--- src/rtl/sel_pkg.sv ---
package sel_pkg;

  // Entry i of the mantissa log table: round(2^lf * log2(1 + i/2^lb)).
  function automatic int mant_log_entry(input int i, input int lb, input int lf);
    real frac;
    real lg;
    frac = 1.0 + real'(i) / real'(1 << lb);
    lg   = $ln(frac) / $ln(2.0);
    return $rtoi(lg * real'(1 << lf) + 0.5);
  endfunction

endpackage

--- src/rtl/sel_divider.sv ---
// Pipelined restoring divider: one quotient bit per stage, PF+1 stages.
// Requires num <= den and den != 0 (enforced by the caller).
module sel_divider #(
  parameter int CW = 16,
  parameter int PF = 12,
  parameter int TW = 8
) (
  input  logic          clk,
  input  logic          rst_n,
  input  logic          en,
  input  logic          in_valid,
  input  logic [CW-1:0] in_num,
  input  logic [CW-1:0] den,
  input  logic [TW-1:0] in_tag,
  output logic          out_valid,
  output logic [PF:0]   out_quo,
  output logic [TW-1:0] out_tag
);

  localparam int RW = CW + 1;

  logic [RW-1:0] den_x;
  assign den_x = {1'b0, den};

  for (genvar s = 0; s <= PF; s++) begin : g_st
    logic [RW-1:0] r_in;
    logic [PF:0]   q_in;
    logic          v_in;
    logic [TW-1:0] t_in;
    logic [RW-1:0] trial;
    logic          take;
    logic          vld_r;
    logic [PF:0]   quo_r;
    logic [TW-1:0] tag_r;

    if (s == 0) begin : g_first
      assign r_in  = {1'b0, in_num};
      assign q_in  = '0;
      assign v_in  = in_valid;
      assign t_in  = in_tag;
      assign trial = r_in;
    end else begin : g_next
      assign r_in  = g_st[s-1].g_rem.rem_r;
      assign q_in  = g_st[s-1].quo_r;
      assign v_in  = g_st[s-1].vld_r;
      assign t_in  = g_st[s-1].tag_r;
      assign trial = r_in << 1;
    end

    assign take = (trial >= den_x);

    always_ff @(posedge clk) begin
      if (!rst_n) vld_r <= 1'b0;
      else if (en) vld_r <= v_in;
    end

    always_ff @(posedge clk) begin
      if (en) begin
        quo_r <= (q_in << 1) | (PF+1)'(take);
        tag_r <= t_in;
      end
    end

    if (s < PF) begin : g_rem
      logic [RW-1:0] rem_r;
      always_ff @(posedge clk) begin
        if (en) rem_r <= take ? (trial - den_x) : trial;
      end
    end
  end

  assign out_valid = g_st[PF].vld_r;
  assign out_quo   = g_st[PF].quo_r;
  assign out_tag   = g_st[PF].tag_r;

  // a clamped count never yields a probability above 1.0
  p_quot_range_r1: assert property (@(posedge clk) disable iff (!rst_n)
    out_valid |-> (out_quo <= (PF+1)'(1 << PF)));

endmodule

--- src/rtl/sel_neglog.sv ---
// Leading-one normalisation plus table lookup: -log2(p) with LF fraction bits.
module sel_neglog #(
  parameter int PF  = 12,
  parameter int LB  = 4,
  parameter int LF  = 8,
  parameter int TW  = 8,
  localparam int KW  = $clog2(PF + 1),
  localparam int NLW = KW + LF
) (
  input  logic           clk,
  input  logic           rst_n,
  input  logic           en,
  input  logic           in_valid,
  input  logic [PF:0]    in_p,
  input  logic [TW-1:0]  in_tag,
  output logic           out_valid,
  output logic [PF:0]    out_p,
  output logic [NLW-1:0] out_nl,
  output logic [TW-1:0]  out_tag
);

  localparam int ENT = 1 << LB;

  logic [LF:0] mant_tab [ENT];
  for (genvar g = 0; g < ENT; g++) begin : g_tab
    assign mant_tab[g] = (LF+1)'(sel_pkg::mant_log_entry(g, LB, LF));
  end

  logic [KW-1:0]  lead;
  logic [KW-1:0]  shamt;
  logic [PF:0]    norm;
  logic [LB-1:0]  slot;
  logic [NLW-1:0] nl_c;
  logic           p_zero;

  always_comb begin
    lead = '0;
    for (int j = 0; j <= PF; j++) begin
      if (in_p[j]) lead = KW'(j);
    end
  end

  assign shamt  = KW'(PF) - lead;
  assign norm   = in_p << shamt;
  assign slot   = LB'(norm >> (PF - LB));
  assign nl_c   = {shamt, {LF{1'b0}}} - NLW'(mant_tab[slot]);
  assign p_zero = (in_p == '0);

  always_ff @(posedge clk) begin
    if (!rst_n) out_valid <= 1'b0;
    else if (en) out_valid <= in_valid;
  end

  always_ff @(posedge clk) begin
    if (en) begin
      out_p   <= in_p;
      out_nl  <= nl_c;
      out_tag <= {in_tag[TW-1:1], in_tag[0] | p_zero};
    end
  end

  // log term never exceeds the smallest-probability value
  p_nl_bound_r2: assert property (@(posedge clk) disable iff (!rst_n)
    out_valid |-> (out_nl <= NLW'(PF << LF)));
  // p = 1.0 gives a zero log term
  p_nl_unit_r2: assert property (@(posedge clk) disable iff (!rst_n)
    (out_valid && out_p == (PF+1)'(1 << PF)) |-> (out_nl == '0));

endmodule

--- src/rtl/sel_score.sv ---
// Branch selection at p = W/N, weighted score, threshold compare.
module sel_score #(
  parameter int PF  = 12,
  parameter int NW  = 16,
  parameter int WW  = 16,
  parameter int NLW = 12,
  parameter int SW  = 29,
  parameter int TW  = 8
) (
  input  logic           clk,
  input  logic           rst_n,
  input  logic           en,
  input  logic           in_valid,
  input  logic [PF:0]    in_p,
  input  logic [NLW-1:0] in_nl,
  input  logic [TW-1:0]  in_tag,
  input  logic [NW-1:0]  slots,
  input  logic [WW-1:0]  rate,
  input  logic [SW-1:0]  thresh,
  output logic           out_valid,
  output logic           out_keep,
  output logic [TW-1:0]  out_tag
);

  localparam int PNW = PF + 1 + NW;
  localparam int LOW = PNW + NLW;
  localparam int CMW = ((PNW > WW + PF) ? PNW : WW + PF) + 1;

  logic [PNW-1:0] pn;
  logic [CMW-1:0] lim;
  logic           cap_branch;
  logic [LOW-1:0] lo_full;
  logic [SW-1:0]  lo_sc;
  logic [SW-1:0]  hi_sc;
  logic [SW-1:0]  sc_c;

  assign pn         = PNW'(in_p) * PNW'(slots);
  assign lim        = CMW'({rate, {PF{1'b0}}});
  assign cap_branch = (CMW'(pn) >= lim);
  assign lo_full    = LOW'(pn) * LOW'(in_nl);
  assign lo_sc      = SW'(lo_full >> PF);
  assign hi_sc      = SW'(rate) * SW'(in_nl);
  assign sc_c       = cap_branch ? hi_sc : lo_sc;

  logic          v1;
  logic [SW-1:0] sc1;
  logic [TW-1:0] tag1;

  always_ff @(posedge clk) begin
    if (!rst_n) begin
      v1        <= 1'b0;
      out_valid <= 1'b0;
    end else if (en) begin
      v1        <= in_valid;
      out_valid <= v1;
    end
  end

  always_ff @(posedge clk) begin
    if (en) begin
      sc1      <= sc_c;
      tag1     <= in_tag;
      out_keep <= !tag1[0] && (sc1 > thresh);
      out_tag  <= tag1;
    end
  end

  // probability 1.0 scores zero in whichever branch is taken
  p_unit_score_r4: assert property (@(posedge clk) disable iff (!rst_n)
    (en && in_valid && in_p == (PF+1)'(1 << PF)) |=> (sc1 == '0));

endmodule

--- src/rtl/entropy_selector.sv ---
module entropy_selector #(
  parameter int CW = 16,
  parameter int IW = 18,
  parameter int PF = 12,
  parameter int NW = 16,
  parameter int WW = 16,
  parameter int LB = 4,
  parameter int LF = 8,
  localparam int NLW = $clog2(PF + 1) + LF,
  localparam int SW  = ((NW + 1 > WW) ? NW + 1 : WW) + NLW
) (
  input  logic          clk,
  input  logic          rst_n,
  input  logic          in_valid,
  output logic          in_ready,
  input  logic [CW-1:0] in_count,
  input  logic [IW-1:0] in_idx,
  input  logic [CW-1:0] cfg_total,
  input  logic [NW-1:0] cfg_slots,
  input  logic [WW-1:0] cfg_rate,
  input  logic [SW-1:0] cfg_thresh,
  output logic          out_valid,
  input  logic          out_ready,
  output logic [IW-1:0] out_idx,
  output logic          out_keep
);

  // tag = {index, zero-flag}
  localparam int TW = IW + 1;

  logic en;
  assign en       = !out_valid || out_ready;
  assign in_ready = en;

  // input stage: clamp count, flag zero cases, guard the denominator
  logic [CW-1:0] den_eff;
  logic [CW-1:0] num_c;
  logic          zero_c;
  assign den_eff = (cfg_total == '0) ? CW'(1) : cfg_total;
  assign num_c   = (in_count > den_eff) ? den_eff : in_count;
  assign zero_c  = (in_count == '0) || (cfg_total == '0);

  logic          s0_v;
  logic [CW-1:0] s0_num;
  logic [TW-1:0] s0_tag;

  always_ff @(posedge clk) begin
    if (!rst_n) s0_v <= 1'b0;
    else if (en) s0_v <= in_valid;
  end

  always_ff @(posedge clk) begin
    if (en) begin
      s0_num <= (zero_c) ? '0 : num_c;
      s0_tag <= {in_idx, zero_c};
    end
  end

  logic          dv_v;
  logic [PF:0]   dv_p;
  logic [TW-1:0] dv_tag;

  sel_divider #(.CW(CW), .PF(PF), .TW(TW)) u_div (
    .clk(clk), .rst_n(rst_n), .en(en),
    .in_valid(s0_v), .in_num(s0_num), .den(den_eff), .in_tag(s0_tag),
    .out_valid(dv_v), .out_quo(dv_p), .out_tag(dv_tag)
  );

  logic           lg_v;
  logic [PF:0]    lg_p;
  logic [NLW-1:0] lg_nl;
  logic [TW-1:0]  lg_tag;

  sel_neglog #(.PF(PF), .LB(LB), .LF(LF), .TW(TW)) u_log (
    .clk(clk), .rst_n(rst_n), .en(en),
    .in_valid(dv_v), .in_p(dv_p), .in_tag(dv_tag),
    .out_valid(lg_v), .out_p(lg_p), .out_nl(lg_nl), .out_tag(lg_tag)
  );

  logic [TW-1:0] sc_tag;

  sel_score #(.PF(PF), .NW(NW), .WW(WW), .NLW(NLW), .SW(SW), .TW(TW)) u_sc (
    .clk(clk), .rst_n(rst_n), .en(en),
    .in_valid(lg_v), .in_p(lg_p), .in_nl(lg_nl), .in_tag(lg_tag),
    .slots(cfg_slots), .rate(cfg_rate), .thresh(cfg_thresh),
    .out_valid(out_valid), .out_keep(out_keep), .out_tag(sc_tag)
  );

  assign out_idx = sc_tag[TW-1:1];

  // a stalled result holds until the sink takes it
  p_hold_r8: assert property (@(posedge clk) disable iff (!rst_n)
    (out_valid && !out_ready) |=> (out_valid && $stable(out_idx) && $stable(out_keep)));

endmodule

--- config.mk ---
export PLATFORM = sky130hd
export DESIGN_NAME = entropy_selector
export DESIGN_NICKNAME = d
export VERILOG_FILES = /design/src/rtl/sel_pkg.sv /design/src/rtl/sel_divider.sv /design/src/rtl/sel_neglog.sv /design/src/rtl/sel_score.sv /design/src/rtl/entropy_selector.sv
export SDC_FILE = /design/constraint.sdc
export NUM_CORES = 2
export LEC_CHECK = 0
export CAP_MARGIN = 20
export CORE_MARGIN = 10
export CORE_UTILIZATION = 56
export DETAILED_ROUTE_END_ITERATION = 10
export PLACE_DENSITY = 0.83
export SLEW_MARGIN = 20
export SYNTH_ARGS = -nofsm -noshare
export SYNTH_HDL_FRONTEND = slang
export SYNTH_HIERARCHICAL = 1
export SYNTH_SLANG_ARGS = --single-unit
export TNS_END_PERCENT = 30
--- constraint.sdc ---
create_clock -name clk -period 29 [get_ports clk]
set_input_delay 5.8 -clock clk [delete_from_list [all_inputs] [get_ports clk]]
set_output_delay 5.8 -clock clk [all_outputs]
set_load 0.01 [all_outputs]
==> results.yml <==
critical_path:
  crit_top_cell: "fa_1"
  critPathKind: "input pin to flop"
  cp_slowest_cell: "clkdlybuf4s50_1"
  crit_path_end_kind: "flop"
  critical_path_arrival_ps: 16560
  critical_path_required_ps: 29320
  startpoint_type: "input pin"
  cpPeakStageDelay_ps: 660
  critPathMaxFanout: 13
run:
  maxCapViolations: 0
cts:
  clk_latency_ps: 630
  tritoncts: "done"
  cts.repair.resized: 0
  post-cts-setup-buffers: 0
  ctsHoldBuffers: 0
  cts_buffer_depth: 3
  cts.clk_slew.worst_paths_ps: 60
  root_buffer: "clkbuf_16"
  clock-sinks: 693
  cts_max_level: 3
  cts_buffers: 73
hold_path:
  hp-class: "flop to flop"
sta:
  setup_viol: 0
  period_share_pct: 55.98
  slew_violations: 0
  final.min_clock_period_ps: 16240
  rsz0062_at_grt: "false"
  clock-skew-final_ps: 42.98
  clock.fmax_mhz: 61.59
  tightest_slew_ps: 1045
  holdWs_ps: 403.0
  hold_viol: 0
  max-slew-margin-rel_pct: 30.36
  tns_ps: 0
floorplanning:
  coreArea_um2: 105000
  fp-row-count: 119
  die_w_um: 344.6
  die_h_um: 344.6
  dieArea_um2: 118800
  pin_count: 136
  initial_core_util_pct: 56.23
detailed_routing:
  drt-vias-per-instance: 5.769
  drt-initial-drc-count: 2939
  dr.pass1.iters: 6
  wirelength_mm: 133.2
  ant_nets: 0
  post_drt_wl_per_cell_um: 18.70
  drcViolationCount: 0
  route.vias.total: 41090
synthesis:
  synth_area_per_cell_um2: 10.53
  synthCells: 5607
  synth_nets: 6787
  syn-cell-area_um2: 59020
  yosysWarningCount: 6
placement:
  dp_hpwl_mm: 96.35
  routabilityCongestion: 0.9066
  io_buffers: 135
global_route:
  grt_pass1_vias: 42500
  grt_pass1_wl_mm: 214.9
  grt_max_degree: 191
  overflow: 0
  grt_usage_pct: 22.34
  grt_antenna_before_repair: 0
run_status:
  status: "finished, final reports clean"
final_layout:
  multi_input_area_um2: 34600
  seqCellArea_um2: 20640
  drive_gt1_share_pct: 5.758
  syn_to_final_growth_pct: 8.845
  fillers: 8207
  nets: 6851
[final cells by class]
class,instances,share of cell area [%]
antenna,1,0.003895
inverter,783,4.579
clock buffer,82,2.929
tap,1391,2.709
clock inverter,53,0.9349
timing repair buffer,197,2.853
sequential,693,32.13
multi-input combinational,3923,53.86
[stage by stage]
| step | util (%) | instances | setup WS [ps] | area [um^2] |
|---|---|---|---|---|
| floorplan | - | 5607 | 1093 | 59020 |
| finish | 61.20 | 7123 | 12760 | 64240 |
| global route | 61.20 | 7122 | 12150 | 64240 |
| detailed placement | 58.81 | 6987 | 12160 | 61730 |
| global placement | 58.81 | 6987 | 12440 | 61730 |
| CTS | 61.18 | 7122 | 12800 | 64220 |
[path summary, 6_finish.rpt]
kind	slack (ps)	endpoint	startpoint	cells past startpoint
worst min-delay path	400	u_div/g_st[10].t_in[11]	u_div/g_st[8].tag_r[11]	0
worst min register to register	400	u_div/g_st[10].t_in[11]	u_div/g_st[8].tag_r[11]	0
worst max-delay path	12760	u_sc/sc1[26]	cfg_slots[14]	40
worst max register to register	17960	u_sc/sc1[26]	u_log/out_p[1]	39
[routing by layer]
layer | vias up | global-route usage (%) | wire, um
li1 | 19040 | - | -
met4 | 0 | 10.32 | 5855
met5 | - | 0 | 0
met3 | 365 | 2.635 | 6664
met2 | 1313 | 39.91 | 68920
met1 | 20370 | 26.79 | 51740
[layout by cell type, fill, tap and decap left out, types with 39 or more instances in the layout]
master           instances
nand2b_1                39
o21a_1                  42
xnor2_1                113
a21oi_1                234
nor2_1                 221
buf_4                   60
nand2_1                735
nand4_1                 48
edfxtp_1               676
nand3_1                 69
and2_1                 284
clkbuf_16               74
nor3_1                  69
nor2b_1                 76
o21ai_0                180
fa_1                   575
xor2_1                  85
a21o_1                  82
mux2_2                  54
ha_1                   490
mux2i_1                 59
inv_1                  777
clkdlybuf4s50_1        135
[worst max-delay path: cells and delay by family]
kind	cells	cell delay, ps
fa+ha+maj	12	5730
compound gates	11	2630
buf+inv	9	1230
simple gates	5	770
xor+xnor	2	300
mux	1	90
[registers in the layout (all words and copies together) (netlist names), 19 cells and up]
signal and cells:
u_div/g_st.tag_r 209, u_div/g_st.g_rem.rem_r 176, u_div/g_st.quo_r 68, u_sc/sc1 29
s0_tag 19, u_div/g_st.t_in 19, u_div/out_tag 19, u_log/out_tag 19
u_sc/tag1 19
Power is not shown: default switching activity piles up to over one toggle a cycle in this logic, so the estimate is an artifact.
